--- src/rtl/vdec_i2c_pkg.sv ---
package vdec_i2c_pkg;

    typedef enum logic [2:0] {
        ST_IDLE,
        ST_ADDR,
        ST_ADDR_ACK,
        ST_WR,
        ST_WR_ACK,
        ST_RD,
        ST_RD_ACK
    } bus_state_e;

    typedef struct packed {
        logic [1:0] src_sel;
        logic       trap_byp;
        logic       comb_en;
        logic [1:0] loop_tc;
        logic [1:0] xtal_ind;
        logic [1:0] field_force;
        logic       io_port;
        logic       o_port;
        logic       loop_open;
        logic       force_mode;
        logic       secam_force;
        logic       xtal_force;
        logic       fsw_en;
        logic       search_tune;
        logic [5:0] hue;
        logic       llc_mode;
    } ctrl_t;

    localparam int BYTE_W = 8;

    function automatic logic [6:0] target_addr(input logic sel);
        return {4'b1000, 1'b1, sel, 1'b1};
    endfunction

endpackage

--- src/rtl/vdec_i2c_sync.sv ---
module vdec_i2c_sync #(
    parameter int STAGES = 2
) (
    input  logic clk,
    input  logic rst_n,
    input  logic scl_raw,
    input  logic sda_raw,
    output logic scl_lvl,
    output logic sda_lvl,
    output logic scl_rise,
    output logic scl_fall,
    output logic start_det,
    output logic stop_det
);
    localparam int LINES = 2;

    logic [LINES-1:0]             raw;
    logic [LINES-1:0][STAGES-1:0] chain_d, chain_q;
    logic [LINES-1:0]             cur;
    logic [LINES-1:0]             prev_d, prev_q;

    assign raw = {sda_raw, scl_raw};

    generate
        for (genvar g = 0; g < LINES; g++) begin : g_line
            if (STAGES == 1) begin : g_one
                assign chain_d[g] = raw[g];
            end else begin : g_many
                assign chain_d[g] = {chain_q[g][STAGES-2:0], raw[g]};
            end
            assign cur[g]    = chain_q[g][STAGES-1];
            assign prev_d[g] = cur[g];
        end
    endgenerate

    always_ff @(posedge clk or negedge rst_n) begin
        if (!rst_n) begin
            chain_q <= '1;
            prev_q  <= '1;
        end else begin
            chain_q <= chain_d;
            prev_q  <= prev_d;
        end
    end

    assign scl_lvl   = cur[0];
    assign sda_lvl   = cur[1];
    assign scl_rise  = cur[0] & ~prev_q[0];
    assign scl_fall  = ~cur[0] & prev_q[0];
    assign start_det = cur[0] & prev_q[0] & prev_q[1] & ~cur[1];
    assign stop_det  = cur[0] & prev_q[0] & ~prev_q[1] & cur[1];

endmodule

--- src/rtl/vdec_i2c_engine.sv ---
module vdec_i2c_engine
    import vdec_i2c_pkg::*;
#(
    parameter int SUB_W = 4
) (
    input  logic             clk,
    input  logic             rst_n,
    input  logic             scl_lvl,
    input  logic             sda_lvl,
    input  logic             scl_rise,
    input  logic             scl_fall,
    input  logic             start_det,
    input  logic             stop_det,
    input  logic             addr_sel,
    input  logic [BYTE_W-1:0] status_byte,
    output logic             wr_en,
    output logic [SUB_W-1:0] wr_addr,
    output logic [BYTE_W-1:0] wr_data,
    output logic             rd_done,
    output logic             sda_pull
);
    typedef struct packed {
        bus_state_e          st;
        logic [2:0]          bcnt;
        logic [BYTE_W-1:0]   sh;
        logic [SUB_W-1:0]    sub;
        logic                first;
        logic                rnw;
        logic                bdone;
        logic                ackok;
        logic                more;
        logic                pull;
        logic                wr;
        logic [SUB_W-1:0]    waddr;
        logic [BYTE_W-1:0]   wdata;
        logic                rdd;
    } eng_t;

    eng_t q, d;
    logic [BYTE_W-1:0] byte_in;

    assign byte_in = {q.sh[BYTE_W-2:0], sda_lvl};

    always_comb begin
        d     = q;
        d.wr  = 1'b0;
        d.rdd = 1'b0;
        if (start_det) begin
            d.st    = ST_ADDR;
            d.bcnt  = '0;
            d.bdone = 1'b0;
            d.pull  = 1'b0;
            d.first = 1'b1;
        end else if (stop_det) begin
            d.st    = ST_IDLE;
            d.bdone = 1'b0;
            d.pull  = 1'b0;
        end else begin
            unique case (q.st)
                ST_ADDR: begin
                    if (scl_rise) begin
                        d.sh   = byte_in;
                        d.bcnt = q.bcnt + 3'd1;
                        if (q.bcnt == 3'd7) begin
                            d.bdone = 1'b1;
                            d.rnw   = sda_lvl;
                            d.ackok = (byte_in[BYTE_W-1:1] == target_addr(addr_sel));
                        end
                    end
                    if (scl_fall && q.bdone) begin
                        d.bdone = 1'b0;
                        if (q.ackok) begin
                            d.st   = ST_ADDR_ACK;
                            d.pull = 1'b1;
                        end else begin
                            d.st = ST_IDLE;
                        end
                    end
                end
                ST_ADDR_ACK: begin
                    if (scl_fall) begin
                        d.bcnt = '0;
                        if (q.rnw) begin
                            d.st   = ST_RD;
                            d.sh   = status_byte;
                            d.pull = ~status_byte[BYTE_W-1];
                        end else begin
                            d.st   = ST_WR;
                            d.pull = 1'b0;
                        end
                    end
                end
                ST_WR: begin
                    if (scl_rise) begin
                        d.sh   = byte_in;
                        d.bcnt = q.bcnt + 3'd1;
                        if (q.bcnt == 3'd7) begin
                            d.bdone = 1'b1;
                            if (q.first) begin
                                d.ackok = ((byte_in >> SUB_W) == '0);
                                if ((byte_in >> SUB_W) == '0) begin
                                    d.sub   = byte_in[SUB_W-1:0];
                                    d.first = 1'b0;
                                end
                            end else begin
                                d.wr    = 1'b1;
                                d.waddr = q.sub;
                                d.wdata = byte_in;
                                d.sub   = q.sub + 1'b1;
                                d.ackok = 1'b1;
                            end
                        end
                    end
                    if (scl_fall && q.bdone) begin
                        d.bdone = 1'b0;
                        if (q.ackok) begin
                            d.st   = ST_WR_ACK;
                            d.pull = 1'b1;
                        end else begin
                            d.st = ST_IDLE;
                        end
                    end
                end
                ST_WR_ACK: begin
                    if (scl_fall) begin
                        d.st   = ST_WR;
                        d.pull = 1'b0;
                        d.bcnt = '0;
                    end
                end
                ST_RD: begin
                    if (scl_rise) begin
                        d.bcnt = q.bcnt + 3'd1;
                        if (q.bcnt == 3'd7) begin
                            d.bdone = 1'b1;
                            d.rdd   = 1'b1;
                        end
                    end
                    if (scl_fall) begin
                        if (q.bdone) begin
                            d.bdone = 1'b0;
                            d.pull  = 1'b0;
                            d.st    = ST_RD_ACK;
                        end else begin
                            d.sh   = q.sh << 1;
                            d.pull = ~q.sh[BYTE_W-2];
                        end
                    end
                end
                ST_RD_ACK: begin
                    if (scl_rise) begin
                        d.more = ~sda_lvl;
                    end
                    if (scl_fall) begin
                        if (q.more) begin
                            d.st   = ST_RD;
                            d.sh   = status_byte;
                            d.pull = ~status_byte[BYTE_W-1];
                            d.bcnt = '0;
                        end else begin
                            d.st = ST_IDLE;
                        end
                    end
                end
                default: ;
            endcase
        end
    end

    always_ff @(posedge clk or negedge rst_n) begin
        if (!rst_n) begin
            q <= '{st: ST_IDLE, default: '0};
        end else begin
            q <= d;
        end
    end

    assign wr_en    = q.wr;
    assign wr_addr  = q.waddr;
    assign wr_data  = q.wdata;
    assign rd_done  = q.rdd;
    assign sda_pull = q.pull;

    // the data drive only moves while the clock line is low
    assert_pull_scl_low_R11: assert property (@(posedge clk) disable iff (!rst_n)
        (!$stable(q.pull) && !$past(start_det || stop_det)) |-> !$past(scl_lvl));

    // each accepted data byte leaves the subaddress one step ahead
    assert_sub_advance_R3: assert property (@(posedge clk) disable iff (!rst_n)
        q.wr |-> (q.sub == q.waddr + 1'b1));

endmodule

--- src/rtl/vdec_i2c_regs.sv ---
module vdec_i2c_regs
    import vdec_i2c_pkg::*;
#(
    parameter int SUB_W = 4
) (
    input  logic              clk,
    input  logic              rst_n,
    input  logic              wr_en,
    input  logic [SUB_W-1:0]  wr_addr,
    input  logic [BYTE_W-1:0] wr_data,
    input  logic              rd_done,
    input  logic              field60,
    input  logic              yc,
    input  logic              lock,
    input  logic              inport,
    input  logic [2:0]        std_code,
    output ctrl_t             ctrl,
    output logic              cal_start,
    output logic [BYTE_W-1:0] status_byte
);
    localparam logic [SUB_W-1:0] SUB_R0   = SUB_W'(0);
    localparam logic [SUB_W-1:0] SUB_R1   = SUB_W'(1);
    localparam logic [SUB_W-1:0] SUB_R2   = SUB_W'(2);
    localparam logic [SUB_W-1:0] SUB_R3   = SUB_W'(3);

    typedef struct packed {
        ctrl_t ctrl;
        logic  seen0;
        logic  cal;
        logic  por;
    } reg_t;

    reg_t q, d;

    always_comb begin
        d     = q;
        d.cal = 1'b0;
        if (rd_done) begin
            d.por = 1'b0;
        end
        if (wr_en) begin
            case (wr_addr)
                SUB_R0: begin
                    {d.ctrl.src_sel, d.ctrl.trap_byp, d.ctrl.comb_en,
                     d.ctrl.loop_tc, d.ctrl.xtal_ind} = wr_data;
                    d.seen0 = 1'b1;
                end
                SUB_R1: begin
                    {d.ctrl.field_force, d.ctrl.io_port, d.ctrl.o_port,
                     d.ctrl.loop_open, d.ctrl.force_mode, d.ctrl.secam_force,
                     d.ctrl.xtal_force} = wr_data;
                    d.cal   = q.seen0;
                    d.seen0 = 1'b0;
                end
                SUB_R2: begin
                    {d.ctrl.fsw_en, d.ctrl.search_tune, d.ctrl.hue} = wr_data;
                end
                SUB_R3: begin
                    d.ctrl.llc_mode = wr_data[BYTE_W-1];
                end
                default: ;
            endcase
        end
    end

    always_ff @(posedge clk or negedge rst_n) begin
        if (!rst_n) begin
            q <= '{ctrl: '0, seen0: 1'b0, cal: 1'b0, por: 1'b1};
        end else begin
            q <= d;
        end
    end

    assign ctrl        = q.ctrl;
    assign cal_start   = q.cal;
    assign status_byte = {q.por, field60, yc, lock, inport, std_code};

    // calibration request is a single-cycle pulse
    assert_cal_one_cycle_R9: assert property (@(posedge clk) disable iff (!rst_n)
        q.cal |=> !q.cal);

    // a request only follows a register 01 write
    assert_cal_after_r1_R9: assert property (@(posedge clk) disable iff (!rst_n)
        q.cal |-> $past(wr_en && (wr_addr == SUB_R1)));

    // writes above register 03 leave every control field untouched
    assert_high_sub_ignored_R6: assert property (@(posedge clk) disable iff (!rst_n)
        (wr_en && (wr_addr > SUB_R3)) |=> $stable(q.ctrl));

    // a completed read byte clears the power flag
    assert_por_clear_R8: assert property (@(posedge clk) disable iff (!rst_n)
        rd_done |=> !q.por);

    // once cleared the power flag stays cleared
    assert_por_sticky_R8: assert property (@(posedge clk) disable iff (!rst_n)
        !q.por |=> !q.por);

endmodule

--- src/rtl/vdec_ctl_i2c.sv ---
module vdec_ctl_i2c
    import vdec_i2c_pkg::*;
#(
    parameter int SYNC_STAGES = 2,
    parameter int SUB_W       = 4
) (
    input  logic       clk,
    input  logic       rst_n,
    input  logic       scl_i,
    input  logic       sda_i,
    output logic       sda_pull_o,
    input  logic       addr_sel_i,
    input  logic       field60_i,
    input  logic       yc_i,
    input  logic       lock_i,
    input  logic       inport_i,
    input  logic [2:0] std_code_i,
    output logic [1:0] src_sel_o,
    output logic       trap_byp_o,
    output logic       comb_en_o,
    output logic [1:0] loop_tc_o,
    output logic [1:0] xtal_ind_o,
    output logic [1:0] field_force_o,
    output logic       io_port_o,
    output logic       o_port_o,
    output logic       loop_open_o,
    output logic       force_mode_o,
    output logic       secam_force_o,
    output logic       xtal_force_o,
    output logic       fsw_en_o,
    output logic       search_tune_o,
    output logic [5:0] hue_o,
    output logic       llc_mode_o,
    output logic       cal_start_o
);
    logic scl_lvl, sda_lvl, scl_rise, scl_fall, start_det, stop_det;
    logic              wr_en, rd_done;
    logic [SUB_W-1:0]  wr_addr;
    logic [BYTE_W-1:0] wr_data, status_byte;
    ctrl_t             ctrl;

    vdec_i2c_sync #(.STAGES(SYNC_STAGES)) u_sync (
        .clk       (clk),
        .rst_n     (rst_n),
        .scl_raw   (scl_i),
        .sda_raw   (sda_i),
        .scl_lvl   (scl_lvl),
        .sda_lvl   (sda_lvl),
        .scl_rise  (scl_rise),
        .scl_fall  (scl_fall),
        .start_det (start_det),
        .stop_det  (stop_det)
    );

    vdec_i2c_engine #(.SUB_W(SUB_W)) u_engine (
        .clk         (clk),
        .rst_n       (rst_n),
        .scl_lvl     (scl_lvl),
        .sda_lvl     (sda_lvl),
        .scl_rise    (scl_rise),
        .scl_fall    (scl_fall),
        .start_det   (start_det),
        .stop_det    (stop_det),
        .addr_sel    (addr_sel_i),
        .status_byte (status_byte),
        .wr_en       (wr_en),
        .wr_addr     (wr_addr),
        .wr_data     (wr_data),
        .rd_done     (rd_done),
        .sda_pull    (sda_pull_o)
    );

    vdec_i2c_regs #(.SUB_W(SUB_W)) u_regs (
        .clk         (clk),
        .rst_n       (rst_n),
        .wr_en       (wr_en),
        .wr_addr     (wr_addr),
        .wr_data     (wr_data),
        .rd_done     (rd_done),
        .field60     (field60_i),
        .yc          (yc_i),
        .lock        (lock_i),
        .inport      (inport_i),
        .std_code    (std_code_i),
        .ctrl        (ctrl),
        .cal_start   (cal_start_o),
        .status_byte (status_byte)
    );

    assign src_sel_o     = ctrl.src_sel;
    assign trap_byp_o    = ctrl.trap_byp;
    assign comb_en_o     = ctrl.comb_en;
    assign loop_tc_o     = ctrl.loop_tc;
    assign xtal_ind_o    = ctrl.xtal_ind;
    assign field_force_o = ctrl.field_force;
    assign io_port_o     = ctrl.io_port;
    assign o_port_o      = ctrl.o_port;
    assign loop_open_o   = ctrl.loop_open;
    assign force_mode_o  = ctrl.force_mode;
    assign secam_force_o = ctrl.secam_force;
    assign xtal_force_o  = ctrl.xtal_force;
    assign fsw_en_o      = ctrl.fsw_en;
    assign search_tune_o = ctrl.search_tune;
    assign hue_o         = ctrl.hue;
    assign llc_mode_o    = ctrl.llc_mode;

endmodule

--- config.mk ---
export PLATFORM = sky130hd
export DESIGN_NAME = vdec_ctl_i2c
export DESIGN_NICKNAME = d
export VERILOG_FILES = /design/src/rtl/vdec_i2c_pkg.sv /design/src/rtl/vdec_i2c_sync.sv /design/src/rtl/vdec_i2c_engine.sv /design/src/rtl/vdec_i2c_regs.sv /design/src/rtl/vdec_ctl_i2c.sv
export SDC_FILE = /design/constraint.sdc
export NUM_CORES = 1
export LEC_CHECK = 0
export BUFFER_PORTS_ARGS = -buffer_cell sky130_fd_sc_hd__buf_4
export CORE_ASPECT_RATIO = 1.4
export CORE_UTILIZATION = 50
export DETAILED_ROUTE_END_ITERATION = 6
export PLACE_DENSITY = 0.75
export SETUP_SLACK_MARGIN = 0.15
export SLEW_MARGIN = 20
export SYNTH_ARGS = -nofsm -noshare
export SYNTH_HDL_FRONTEND = slang
export SYNTH_SLANG_ARGS = --single-unit
export TNS_END_PERCENT = 50
--- constraint.sdc ---
create_clock -name clk -period 2.4 [get_ports clk]
set_input_delay 0.48 -clock clk [delete_from_list [all_inputs] [get_ports clk]]
set_output_delay 0.48 -clock clk [all_outputs]
set_load 0.01 [all_outputs]
==> flow_summary.json <==
{
  "finalSetupViolCount": 0,
  "unrepaired_setup_endpoints_after_global_routing": "no",
  "cts_resized": 0,
  "routabilityCongestion": 0.849,
  "min_path_type": "in -> reg",
  "post_route_cells_drive_above_1_share_pct": 37.6,
  "timing.critical_path.from_type": "flip-flop",
  "yosys.cell_types.count": 50,
  "slew_headroom_pct": 42.0,
  "timing_max_transition_violations_final": 0,
  "worstSetupPathType": "reg -> reg",
  "worst_setup_hold_path_clk_slew_ns": 0.07,
  "end_kind": "flip-flop",
  "synth.ff_latch_count": 71,
  "drt_iter0_drc": 118,
  "layout.nets": 348,
  "finalHoldViolCount": 0,
  "floorplan.die_area_um2": 7190,
  "cts_bufs_inserted": 9,
  "critical-path-top-delay-family": "flip-flops",
  "core_area_um2": 6610,
  "postLayoutSetupSlackWorst_ns": 0.257,
  "ys.warnings.count": 0,
  "cp_slowest_stage_delay_ns": 0.62,
  "tritoncts_num_sinks": 71,
  "avgViaCountPerCell": 5.71,
  "timing.critical_path.slowest_stage_cell": "sky130_fd_sc_hd__dfrtp_1",
  "placement.setup.worst_slack_ns": 0.299,
  "layout_worst_path_cycle_share_pct": 89.3,
  "tightest_slew_ns": 0.870,
  "diodes": 0,
  "drcViolationCount": 0,
  "timing.critical_path.required_ns": 2.63,
  "synth_area_um2": 3420,
  "crit_fanout": 15,
  "sequential_fraction_of_the_synthesis_area_pct": 52.2,
  "run_status": "complete, no violations",
  "fin_crit_ns": 2.14,
  "finish.utilization_pct": 60.5,
  "worst_ep_arrival_time_ns": 2.37,
  "avgSynthCellArea_um2": 11.5,
  "cp_cell_sequence": "nand2b_1 -> and2_1 -> a2111oi_4 -> mux2_2",
  "syn_nets": 313,
  "grt_antenna_before_repair": 0,
  "die_boundary_height_um": 99.9,
  "rows": 35,
  "cellPowerDensity_nw_per_um2": 855,
  "p_leak_nw": 1.90,
  "maximum_number_of_pins_on_one_net_before_global_route_repair": 72,
  "postRouteAntennaNets": 0,
  "clockBufferDepth": 2,
  "fmax_mhz": 467,
  "portBuffers": 38,
  "grt_pass1_wl_um": 11000,
  "postSynth.asyncResetShare_pct": 100,
  "layout-area-overhead-vs-synth_pct": 16.8,
  "vias": 2457,
  "wl_um": 6610,
  "timing.max_cap.violations": 0,
  "clockRootBuffer": "sky130_fd_sc_hd__clkbuf_8",
  "critPathBufInv": 0,
  "grt.overflow.total": 0,
  "post_route_clock_skew_ns": 0.00658,
  "worstSkewPairLatency_ns": 0.35,
  "synth_cells": 298,
  "synth-main-ff-cell": "sky130_fd_sc_hd__dfrtp_1",
  "wl_per_cell_um": 15.4,
  "number_of_top_level_pins": 39,
  "synth_largest_area_cell": "sky130_fd_sc_hd__dfrtp_1",
  "fin_setup_tns_ns": 0,
  "yosys-top-cells-area": "sky130_fd_sc_hd__dfrtp_1, sky130_fd_sc_hd__mux2_2, sky130_fd_sc_hd__dfstp_2",
  "post_synth_edffs": 0,
  "drt_first_pass_iters": 4,
  "synth_largest_type_area_fraction_pct": 46.8,
  "ir_worst_vdd_mv": 0.452,
  "htree_levels": 3,
  "die_outline_width_um": 71.9,
  "initial_utilization_pct": 51.8,
  "tritoncts_clock_tree": "done",
  "global_route.usage.total_pct": 19.9,
  "first_global_vias": 2344,
  "place.detailed.hpwl_um": 4670
}
## layout make-up
type | count | area, µm²
Tap cell | 92 | 115
Multi-Input combinational cell | 195 | 1460
Clock buffer | 10 | 138
Clock inverter | 6 | 115
Timing Repair Buffer | 48 | 360
Fill cell | 537 | 2610
Inverter | 8 | 30.0
Sequential cell | 71 | 1790
## cells in the mapped netlist, types with 5 or more instances
cell and n:
sky130_fd_sc_hd__a211oi_1 8, sky130_fd_sc_hd__a21oi_1 9, sky130_fd_sc_hd__a31oi_1 6, sky130_fd_sc_hd__buf_2 5, sky130_fd_sc_hd__buf_4 15, sky130_fd_sc_hd__dfrtp_1 64, sky130_fd_sc_hd__dfstp_2 7, sky130_fd_sc_hd__inv_1 8
sky130_fd_sc_hd__mux2_2 49, sky130_fd_sc_hd__nand2_1 17, sky130_fd_sc_hd__nand3_1 7, sky130_fd_sc_hd__nand3b_1 5, sky130_fd_sc_hd__nor2_1 21, sky130_fd_sc_hd__nor3_1 6, sky130_fd_sc_hd__o21ai_0 13, sky130_fd_sc_hd__o22ai_1 5
## where the power goes
group | internal, W | leakage, nW | switching, W | total [W]
clock network | 0.000726 | 0.124 | 0.000462 | 0.00119
logic | 0.000379 | 0.828 | 0.000404 | 0.000782
registers | 0.00130 | 0.946 | 0.000149 | 0.00145
total | 0.00240 | 1.90 | 0.00101 | 0.00342
## path summary, 6_finish.rpt
check                           cells past startpoint              start  slack [ns]             endpoint
worst max-delay path                                4     u_engine.q[35]        0.26  u_engine.byte_in[5]
worst min-delay path                                1              sda_i        0.24    u_sync.chain_d[3]
worst max register to register                      4     u_engine.q[35]        0.26  u_engine.byte_in[5]
worst min register to register                      0  u_sync.chain_d[3]        0.36       u_sync.sda_lvl
max in group asynchronous                           1              rst_n        1.59      u_regs.ctrl[21]
min in group asynchronous                           1              rst_n        0.25     u_regs.cal_start
## stage by stage
step           hold slack (ns)  cell area (µm²)  cells  power [W]
6_report                 0.239             4000    430    0.00342
5_1_grt                  0.216             4000    430    0.00360
3_3_place_gp             0.346             3750    414    0.00223
3_5_place_dp             0.347             3750    414    0.00225
4_1_cts                  0.228             4000    430    0.00344
2_1_floorplan            0.184             3420    298    0.00200
## cell families after synthesis
kind of cell             count (synthesis)  synth area share, %
flip-flops                              71                 52.2
AND/OR/NAND/NOR                         80                 12.2
adder cells (fa/ha/maj)                  4                 1.39
multiplexers                            49                 16.1
AO/OA/AOI/OAI                           60                 12.3
buffers and inverters                   32                 5.34
XOR/XNOR                                 2                0.512
## worst register-to-register path: cells and delay by family (launching register included)
family,cells,cell delay [ns]
flops,1,0.62
compound gates,1,0.62
mux,1,0.41
simple gates,2,0.38
## sequential cells by signal, summed over array words and instances, names as in the netlist, 2 cells and up
name / cells
u_engine.q: 15
u_sync.chain_d: 2
u_sync.prev_q: 2
u_engine.wr_data: 8
u_engine.byte_in: 7
u_engine.wr_addr: 4
u_regs.ctrl: 25
## placed cells by master (no fill, tap or decap), drive strengths merged, types with 5 or more instances in the layout
| master | count |
|---|---|
| a21oi | 9 |
| dfstp | 7 |
| o21ai | 14 |
| nand2 | 17 |
| o22ai | 5 |
| dfrtp | 64 |
| a211oi | 8 |
| nor3 | 7 |
| clkbuf | 10 |
| nand3 | 7 |
| nand3b | 5 |
| inv | 10 |
| mux2 | 49 |
| nor2 | 21 |
| buf | 48 |
| a31oi | 6 |
## per-layer routing
| metal | up-vias | wire [µm] | track usage, % |
|---|---|---|---|
| li1 | 1146 | - | - |
| met1 | 1224 | 2740 | 22.8 |
| met2 | 73 | 3440 | 35.2 |
| met3 | 14 | 281 | 5.12 |
| met4 | 0 | 145 | 7.54 |
| met5 | - | 0 | 0 |
## what timing repair did
item | in CTS | in global routing
buffers inserted | 0 | 0
hold buffers | 0 | 0
setup endpoints to repair | 0 | 4
endpoints found under the hold margin | 0 | 0
No activity file was read; power rests on OpenSTA's default activity.
